## src/rtl/e1sa_pkg.sv

```systemverilog
package e1sa_pkg;
  localparam int E1_SLOTS       = 32;
  localparam int E1_SLOT_BITS   = 8;
  localparam int E1_SPARE_COUNT = 5;
  localparam int E1_SPARE_FIRST = 3;  // bit index of the first spare bit (bit 4)
  localparam int E1_TS_W        = $clog2(E1_SLOTS);
  localparam int E1_BIT_W       = $clog2(E1_SLOT_BITS);

  typedef struct packed {
    logic                odd;
    logic [E1_TS_W-1:0]  slot;
    logic [E1_BIT_W-1:0] bidx;
  } e1sa_pos_t;
endpackage

```

## src/rtl/e1sa_rst_sync.sv

```systemverilog
module e1sa_rst_sync #(
  parameter int STAGES = 2
) (
  input  logic clk,
  input  logic rst_n,
  output logic rst_n_sync
);
  logic [STAGES-1:0] sync_q;
  logic [STAGES-1:0] sync_d;

  always_comb begin
    sync_d = {sync_q[STAGES-2:0], 1'b1};
  end

  always_ff @(posedge clk or negedge rst_n) begin
    if (!rst_n) sync_q <= '0;
    else        sync_q <= sync_d;
  end

  assign rst_n_sync = sync_q[STAGES-1];
endmodule

```

## src/rtl/e1sa_slot_decode.sv

```systemverilog
module e1sa_slot_decode
  import e1sa_pkg::*;
#(
  parameter int SA_COUNT = E1_SPARE_COUNT,
  parameter int SA_FIRST = E1_SPARE_FIRST
) (
  input  e1sa_pos_t           pos,
  input  logic [SA_COUNT-1:0] mask,
  input  logic                enable,
  output logic [SA_COUNT-1:0] cur_sel,
  output logic [SA_COUNT-1:0] nxt_sel
);
  logic slot_zero_odd;

  assign slot_zero_odd = enable && pos.odd && (pos.slot == '0);

  // One decode per spare position: is this bit it, or is the next bit it?
  for (genvar k = 0; k < SA_COUNT; k++) begin : g_sa
    assign cur_sel[k] = slot_zero_odd && mask[k] &&
                        (pos.bidx == E1_BIT_W'(SA_FIRST + k));
    assign nxt_sel[k] = slot_zero_odd && mask[k] &&
                        (pos.bidx == E1_BIT_W'(SA_FIRST + k - 1));
  end
endmodule

```

## src/rtl/e1sa_demand_gen.sv

```systemverilog
module e1sa_demand_gen (
  input  logic clk,
  input  logic rst_n,
  input  logic stb,
  input  logic next_is_sa,
  output logic req
);
  logic req_q;
  logic req_d;

  always_comb begin
    req_d = req_q;
    if (stb) req_d = next_is_sa;
  end

  always_ff @(posedge clk or negedge rst_n) begin
    if (!rst_n) req_q <= 1'b0;
    else        req_q <= req_d;
  end

  assign req = req_q;
endmodule

```

## src/rtl/e1sa_bit_mux.sv

```systemverilog
module e1sa_bit_mux (
  input  logic clk,
  input  logic rst_n,
  input  logic stb,
  input  logic take_link,
  input  logic line_bit,
  input  logic link_bit,
  output logic out_bit
);
  logic out_q;
  logic out_d;

  always_comb begin
    out_d = out_q;
    if (stb) out_d = take_link ? link_bit : line_bit;
  end

  always_ff @(posedge clk or negedge rst_n) begin
    if (!rst_n) out_q <= 1'b0;
    else        out_q <= out_d;
  end

  assign out_bit = out_q;
endmodule

```

## src/rtl/e1_sa_inserter.sv

```systemverilog
module e1_sa_inserter
  import e1sa_pkg::*;
#(
  parameter int SA_COUNT = E1_SPARE_COUNT,
  parameter int SA_FIRST = E1_SPARE_FIRST
) (
  input  logic                clk,
  input  logic                rst_n,
  input  logic                bit_stb_i,
  input  logic                frame_odd_i,
  input  logic [E1_TS_W-1:0]  slot_idx_i,
  input  logic [E1_BIT_W-1:0] bit_idx_i,
  input  logic                tx_bit_i,
  input  logic [SA_COUNT-1:0] sa_mask_i,
  input  logic                link_en_i,
  input  logic                link_data_i,
  output logic                link_req_o,
  output logic                tx_bit_o
);
  logic                core_rst_n;
  e1sa_pos_t           pos;
  logic [SA_COUNT-1:0] cur_sel;
  logic [SA_COUNT-1:0] nxt_sel;

  assign pos = '{odd: frame_odd_i, slot: slot_idx_i, bidx: bit_idx_i};

  e1sa_rst_sync #(.STAGES(2)) u_rst (
    .clk        (clk),
    .rst_n      (rst_n),
    .rst_n_sync (core_rst_n)
  );

  e1sa_slot_decode #(.SA_COUNT(SA_COUNT), .SA_FIRST(SA_FIRST)) u_dec (
    .pos     (pos),
    .mask    (sa_mask_i),
    .enable  (link_en_i),
    .cur_sel (cur_sel),
    .nxt_sel (nxt_sel)
  );

  e1sa_demand_gen u_dem (
    .clk        (clk),
    .rst_n      (core_rst_n),
    .stb        (bit_stb_i),
    .next_is_sa (|nxt_sel),
    .req        (link_req_o)
  );

  e1sa_bit_mux u_mux (
    .clk       (clk),
    .rst_n     (core_rst_n),
    .stb       (bit_stb_i),
    .take_link (|cur_sel),
    .line_bit  (tx_bit_i),
    .link_bit  (link_data_i),
    .out_bit   (tx_bit_o)
  );
endmodule

```

## config.mk

```make
export PLATFORM = sky130hd
export DESIGN_NAME = e1_sa_inserter
export DESIGN_NICKNAME = d
export VERILOG_FILES = /design/src/rtl/e1sa_pkg.sv /design/src/rtl/e1sa_rst_sync.sv /design/src/rtl/e1sa_slot_decode.sv /design/src/rtl/e1sa_demand_gen.sv /design/src/rtl/e1sa_bit_mux.sv /design/src/rtl/e1_sa_inserter.sv
export SDC_FILE = /design/constraint.sdc
export NUM_CORES = 1
export LEC_CHECK = 0
export BUFFER_PORTS_ARGS = -buffer_cell sky130_fd_sc_hd__buf_2
export CAP_MARGIN = 20
export CORE_AREA = 5 5 42 44
export DETAILED_ROUTE_END_ITERATION = 10
export DIE_AREA = 0 0 47 49
export HOLD_SLACK_MARGIN = 0.08
export PLACE_DENSITY_LB_ADDON = 0.05
export SLEW_MARGIN = 0
export SYNTH_ARGS = -nofsm -noshare
export SYNTH_HDL_FRONTEND = slang
export SYNTH_SLANG_ARGS = --single-unit
export TNS_END_PERCENT = 50
```

## constraint.sdc

```tcl
create_clock -name clk -period 1.1 [get_ports clk]
set_input_delay 0.055 -clock clk [delete_from_list [all_inputs] [get_ports clk]]
set_output_delay 0.055 -clock clk [all_outputs]
set_load 0.02 [all_outputs]
```

==> run_results.csv, run 1 <==
group,metric,value,unit
pwr,ir_drop,402,uV
timing,min_period_over_period,0.903,
finish,fin_nets,82,
finish,fillers,156,
floorplanning,ioPinCount,22,
detailed_routing,drt-total-wl,787,um
logic_synthesis,ys_warn_count,0,
setup_path,cp_data_required_time,1.23,ns
logic_synthesis,synth_edf_count,0,
detailed_routing,drtIter0Drc,9,
detailed_routing,wl_per_cell,10.4,um
detailed_routing,drc_errors,0,
timing,skew,0.00476,ns
finish,area_delta_synth_final,74.7,%
pwr,p_sw,101,uW
placed_design,placed_cells,69,
floorplanning,die_y,49,um
setup_path,crit_type,"input port to flip-flop",
setup_path,worst_setup_path_end_kind,"flip-flop",
setup_path,reg2reg_slack,0.41,ns
clock_tree,clk_pin_slew,0.04,ns
setup_path,timing.rr.end,"u_mux.out_bit$_DFFE_PN0P_",
floorplanning,row_count,14,
floorplanning,die_x,47,um
pwr,sw_frac_of_total,0.229,
pwr,p_leak,0.000250,uW
grt,grt_use_total,0.0756,
logic_synthesis,async_flop_share,1.00,
logic_synthesis,synth-main-ff-cell,"dfrtp_1",
logic_synthesis,synth_area_leaders,"dfrtp_1 (36%), mux2i_1 (11%), nor4_4 (7.6%)",
logic_synthesis,avgSynthCellArea,9.71,um2
timing,hold_viol,0,
finish,fin_cells,76,
finish,antenna_cells,0,
placed_design,io_buffers,21,
finish,drive_above_1_share,0.483,
logic_synthesis,mappedNetlistArea,282,um2
logic_synthesis,ys_ff_latch,4,
pwr,combPwrFrac,0.247,
clock_tree,cts_tree,"built",
grt,grt_pass1_vias,364,
floorplanning,floorplan.initialDensity,0.201,
pwr,power_density,892,mW/mm2
clock_tree,cts_htree_levels,1,
logic_synthesis,syn_inst,29,
flow_run,maxCapViolCount,0,
finish,final_core_util,0.351,
setup_path,arrival,1.12,ns
timing,whs,0.128,ns
clock_tree,cts.sinks,4,
worst_hold_path,hold_depth,4,
pwr,pwr-share-clk,0.394,
logic_synthesis,yosysSeqAreaShare,0.356,
setup_path,reg2regPathDepth,2,
floorplanning,coreArea,0.00140,mm2
grt,antenna_found_initial,0,
logic_synthesis,yosysTopAreaCell,"dfrtp_1",
clock_tree,post_cts_buffers,0,
pwr,p_int,338,uW
placed_design,gp_congestion,0.839,
setup_path,critPathMaxFanout,3,
clock_tree,cts_buffers,3,
logic_synthesis,yosysTopAreaCellShare,0.356,
detailed_routing,vias,346,
setup_path,rr_startpoint,"u_mux.out_bit$_DFFE_PN0P_",
detailed_routing,viasPerCell,4.55,
detailed_routing,drtAntennaViolNets,0,
grt,grt_pass1_wl,1.32,mm
timing,rsz0062_at_grt,"no",
worst_hold_path,worstHoldEndpoint,"u_dem.req$_DFFE_PN0P_",
grt,grt.overflow.total,0,
placed_design,dpl.hpwl,722,um
clock_tree,clock_latency,0.23,ns
logic_synthesis,ys_top_cells_by_count,"dfrtp_1 (4), inv_1 (3), mux2i_1 (3), nand2_1 (3), o21ai_1 (2)",
pwr,totalPowerFinal,439,uW
setup_path,cp-start-kind,"input port",
logic_synthesis,yosysUniqueCellTypes,19,
clock_tree,clock_tree.root_cell,"clkbuf_4",
timing,fmaxAchievable,1010,MHz
clock_tree,clk_path_buf_depth,2,
logic_synthesis,syn-num-nets,49,
worst_hold_path,min_from,"slot_idx_i[2]",
floorplanning,fp.dieArea,0.00230,mm2
timing,setup_viol,0,
timing,finalCriticalPeriod,0.993,ns
detailed_routing,first_pass_iters,2,
pwr,power_frac_seq,0.359,
grt,grt_max_degree,6,
outcome,status,"completed",
logic_synthesis,synth_most_common_cell,"dfrtp_1",
worst_hold_path,hp-class,"input port to flip-flop",
timing,drv_slew,0,
## logic make-up after synthesis
family | count (synthesis) | synth area share
simple gates | 10 | 0.276
flops | 4 | 0.356
buf+inv | 3 | 0.0400
compound gates | 8 | 0.209
mux | 3 | 0.107
other cells | 1 | 0.0133
## worst max-delay path by stage
stage             startpoint                         to
2_1_floorplan  slot_idx_i[1]  u_mux.out_bit$_DFFE_PN0P_
3_3_place_gp   slot_idx_i[1]  u_mux.out_bit$_DFFE_PN0P_
3_5_place_dp   slot_idx_i[1]  u_mux.out_bit$_DFFE_PN0P_
4_1_cts        slot_idx_i[1]  u_mux.out_bit$_DFFE_PN0P_
5_1_grt        slot_idx_i[1]  u_mux.out_bit$_DFFE_PN0P_
6_report       slot_idx_i[1]  u_mux.out_bit$_DFFE_PN0P_
## worst max-delay path, cell delays in order
cell and delay, ns:
buf_2 0.09, or3_1 0.40, nor4_4 0.20, o21ai_1 0.12, a311oi_1 0.26
## routing by layer
metal  vias up  track usage  part of all wire
li1        174            -                 -
met1       163       0.0710              0.36
met2         9        0.149              0.57
met3         0       0.0221             0.065
met4         0       0.0138                 0
met5         -            0                 0
## registers in the layout, indices dropped and copies added (netlist names)
| name | cells |
|---|---|
| u_rst.sync_q | 2 |
| u_mux.out_bit | 1 |
| u_dem.req | 1 |
## placed cells by master, fill, tap and decap left out
cell	count
o2111a_1	1
mux2i_1	3
nand2_1	3
a21oi_1	1
clkbuf_4	3
inv_1	3
nor2b_1	1
nor3b_1	1
o21ai_1	2
a31o_2	1
nor2_1	1
conb_1	1
dlygate4sd3_1	4
buf_4	3
nand4bb_1	1
and4b_1	1
buf_2	21
o2bb2ai_1	1
a311oi_1	1
dfrtp_1	4
or3_1	1
nor4_4	1
o22ai_1	1
## area by class of cell
type	count	area (um2)	area share
Multi-Input combinational cell	22	170	0.346
Tap cell	16	20.0	0.0407
Clock buffer	3	22.5	0.0458
Inverter	3	11.3	0.0229
Sequential cell	4	100	0.204
Timing Repair Buffer	28	168	0.341
## power groups by stage
| stage | logic [uW] | clock network [uW] | registers (uW) |
|---|---|---|---|
| finish | 108 | 173 | 158 |
| global placement | 95.5 | 0 | 161 |
| floorplan | 30.8 | 0 | 165 |
| global route | 121 | 190 | 158 |
| CTS | 110 | 182 | 158 |
| detailed placement | 97.7 | 0 | 161 |
## metrics by stage
stage / area, um2 / setup TNS, ns / worst slack (ns)
floorplan: 282 / 0 / 0.0483
global placement: 429 / -0.0714 / -0.0714
detailed placement: 429 / -0.132 / -0.132
CTS: 492 / 0 / 0.0939
global route: 492 / 0 / 0.00314
finish: 492 / 0 / 0.107
## what timing repair did
item                                   CTS  global route
hold buffers                             4             0
resized for setup                        0             0
endpoints found under the hold margin    6             0
Note: power is estimated with default switching activity, not from simulation.
==> inputs of run 2 (changes only) <==
==> constraint.sdc (replaced) <==
create_clock -name clk -period 1.2 [get_ports clk]
set_input_delay 0.06 -clock clk [delete_from_list [all_inputs] [get_ports clk]]
set_output_delay 0.06 -clock clk [all_outputs]
set_load 0.02 [all_outputs]
==> run_results.csv, run 2 (synthesized netlist as in run 1, its figures left out) <==
group,metric,value,unit
placed_design,place_area,407,um2
finish,drive_above_1_share,0.456,
finish,regMostFlops,"u_rst.sync_q",
grt,grt.overflow.total,0,
grt,grt_pass1_wl,1.41,mm
placed_design,io_buffers,21,
floorplanning,coreArea,0.00140,mm2
pwr,ir_drop,328,uV
grt,grt_use_total,0.0861,
floorplanning,floorplan.initialDensity,0.201,
finish,antenna_cells,0,
floorplanning,die_y,49,um
detailed_routing,drtIter0Drc,0,
pwr,power_density,868,mW/mm2
placed_design,gp_congestion,0.768,
timing,whs,0.133,ns
grt,antenna_found_initial,0,
setup_path,arrival,1.11,ns
setup_path,cp_data_required_time,1.34,ns
grt,use_met1,0.0973,
worst_hold_path,hp-class,"input port to flip-flop",
clock_tree,post_cts_buffers,0,
floorplanning,row_count,14,
finish,area_delta_synth_final,66.7,%
setup_path,worst_setup_path_end_kind,"flip-flop",
finish,final_common_cell,"buf_2",
timing,setup_tns,0,ns
grt,use_met3,0.0480,
detailed_routing,drt-total-wl,804,um
timing,hold_viol,0,
floorplanning,die_x,47,um
floorplanning,fp.dieArea,0.00230,mm2
grt,grt_use_met2,0.127,
clock_tree,cts_tree,"built",
setup_path,crit_type,"input port to flip-flop",
grt,grt-busiest-layer,"met2",
timing,skew,0.00916,ns
finish,final_cell_mix,"buf_2 (21), dlygate4sd3_1 (4), dfrtp_1 (4)",
clock_tree,clk_pin_slew,0.04,ns
timing,fmaxAchievable,1030,MHz
setup_path,cp-start-kind,"input port",
finish,postLayoutCellArea,469,um2
timing,min_period_over_period,0.810,
placed_design,dpl.hpwl,720,um
grt,grt_pass1_vias,322,
detailed_routing,drc_errors,0,
detailed_routing,viasPerCell,4.19,
clock_tree,clock_tree.root_cell,"clkbuf_4",
detailed_routing,drtAntennaViolNets,0,
detailed_routing,first_pass_iters,1,
clock_tree,clk_path_buf_depth,2,
floorplanning,ioPinCount,22,
timing,rsz0062_at_grt,"no",
finish,fin_cells,73,
pwr,p_leak,0.000235,uW
clock_tree,cts_htree_levels,1,
finish,largest_reg_flops,2,
grt,grt_max_degree,7,
timing,setup_viol,0,
setup_path,critPathMaxFanout,3,
clock_tree,clock_latency,0.24,ns
flow_run,maxCapViolCount,0,
finish,fin_nets,79,
clock_tree,cts_buffers,3,
outcome,status,"completed",
timing,finalCriticalPeriod,0.972,ns
timing,drv_slew,0,
placed_design,placed_cells,66,
clock_tree,cts.sinks,4,
finish,final_core_util,0.335,
detailed_routing,vias,306,
detailed_routing,wl_per_cell,11.0,um
## run 2: cell count changes in the layout (fill, tap and decap cells not counted)
cell,change
buf_4,-3
## run 2: layout make-up
type	count	area, um2
sequential	4	100
clock buffer	3	22.5
multi-input combinational	22	170
tap	16	20.0
timing repair buffer	25	145
inverter	3	11.3
fill	159	932
## run 2: routing by layer
| metal | part of all wire | wire length [um] | up-vias |
|---|---|---|---|
| met3 | 0.062 | 50 | 0 |
| met2 | 0.55 | 446 | 7 |
| met4 | 0 | 0 | 0 |
| li1 | - | - | 166 |
| met5 | 0 | 0 | - |
| met1 | 0.38 | 307 | 133 |
## run 2: worst paths after layout
path / startpoint / endpoint / slack [ns] / depth (start not counted)
setup / recovery: slot_idx_i[1] / u_mux.out_bit$_DFFE_PN0P_ / 0.23 / 5
hold / removal: slot_idx_i[2] / u_dem.req$_DFFE_PN0P_ / 0.13 / 4
setup reg to reg: u_mux.out_bit$_DFFE_PN0P_ / u_mux.out_bit$_DFFE_PN0P_ / 0.49 / 2
hold reg to reg: u_rst.sync_q[0]$_DFF_PN0_ / u_rst.sync_q[1]$_DFF_PN0_ / 0.35 / 0
max in group asynchronous: u_rst.sync_q[1]$_DFF_PN0_ / u_mux.out_bit$_DFFE_PN0P_ / 0.51 / 1
min in group asynchronous: rst_n / u_rst.sync_q[0]$_DFF_PN0_ / 0.15 / 2
## run 2: per-stage QoR
step	setup WS (ns)	power (uW)
6_report	0.228	407
5_1_grt	0.127	437
4_1_cts	0.223	421
3_5_place_dp	-0.0337	230
3_3_place_gp	0.0252	227
2_1_floorplan	0.143	179
## run 2: what timing repair did
item / CTS / global route
gates resized for setup: 0 / 0
hold buffers: 4 / 0
endpoints found under the hold margin: 6 / 0
## run 2: critical path, cell delays in order
cell	delay [ns]
buf_2	0.09
or3_1	0.40
nor4_4	0.20
o21ai_1	0.10
a311oi_1	0.26
## run 2: power breakdown
part	switching [uW]	total [uW]	internal, uW	leakage, uW
logic	42.3	92.4	50.1	0.000173
clock network	58.3	170	112	0.0000138
registers	2.38	144	142	0.0000484
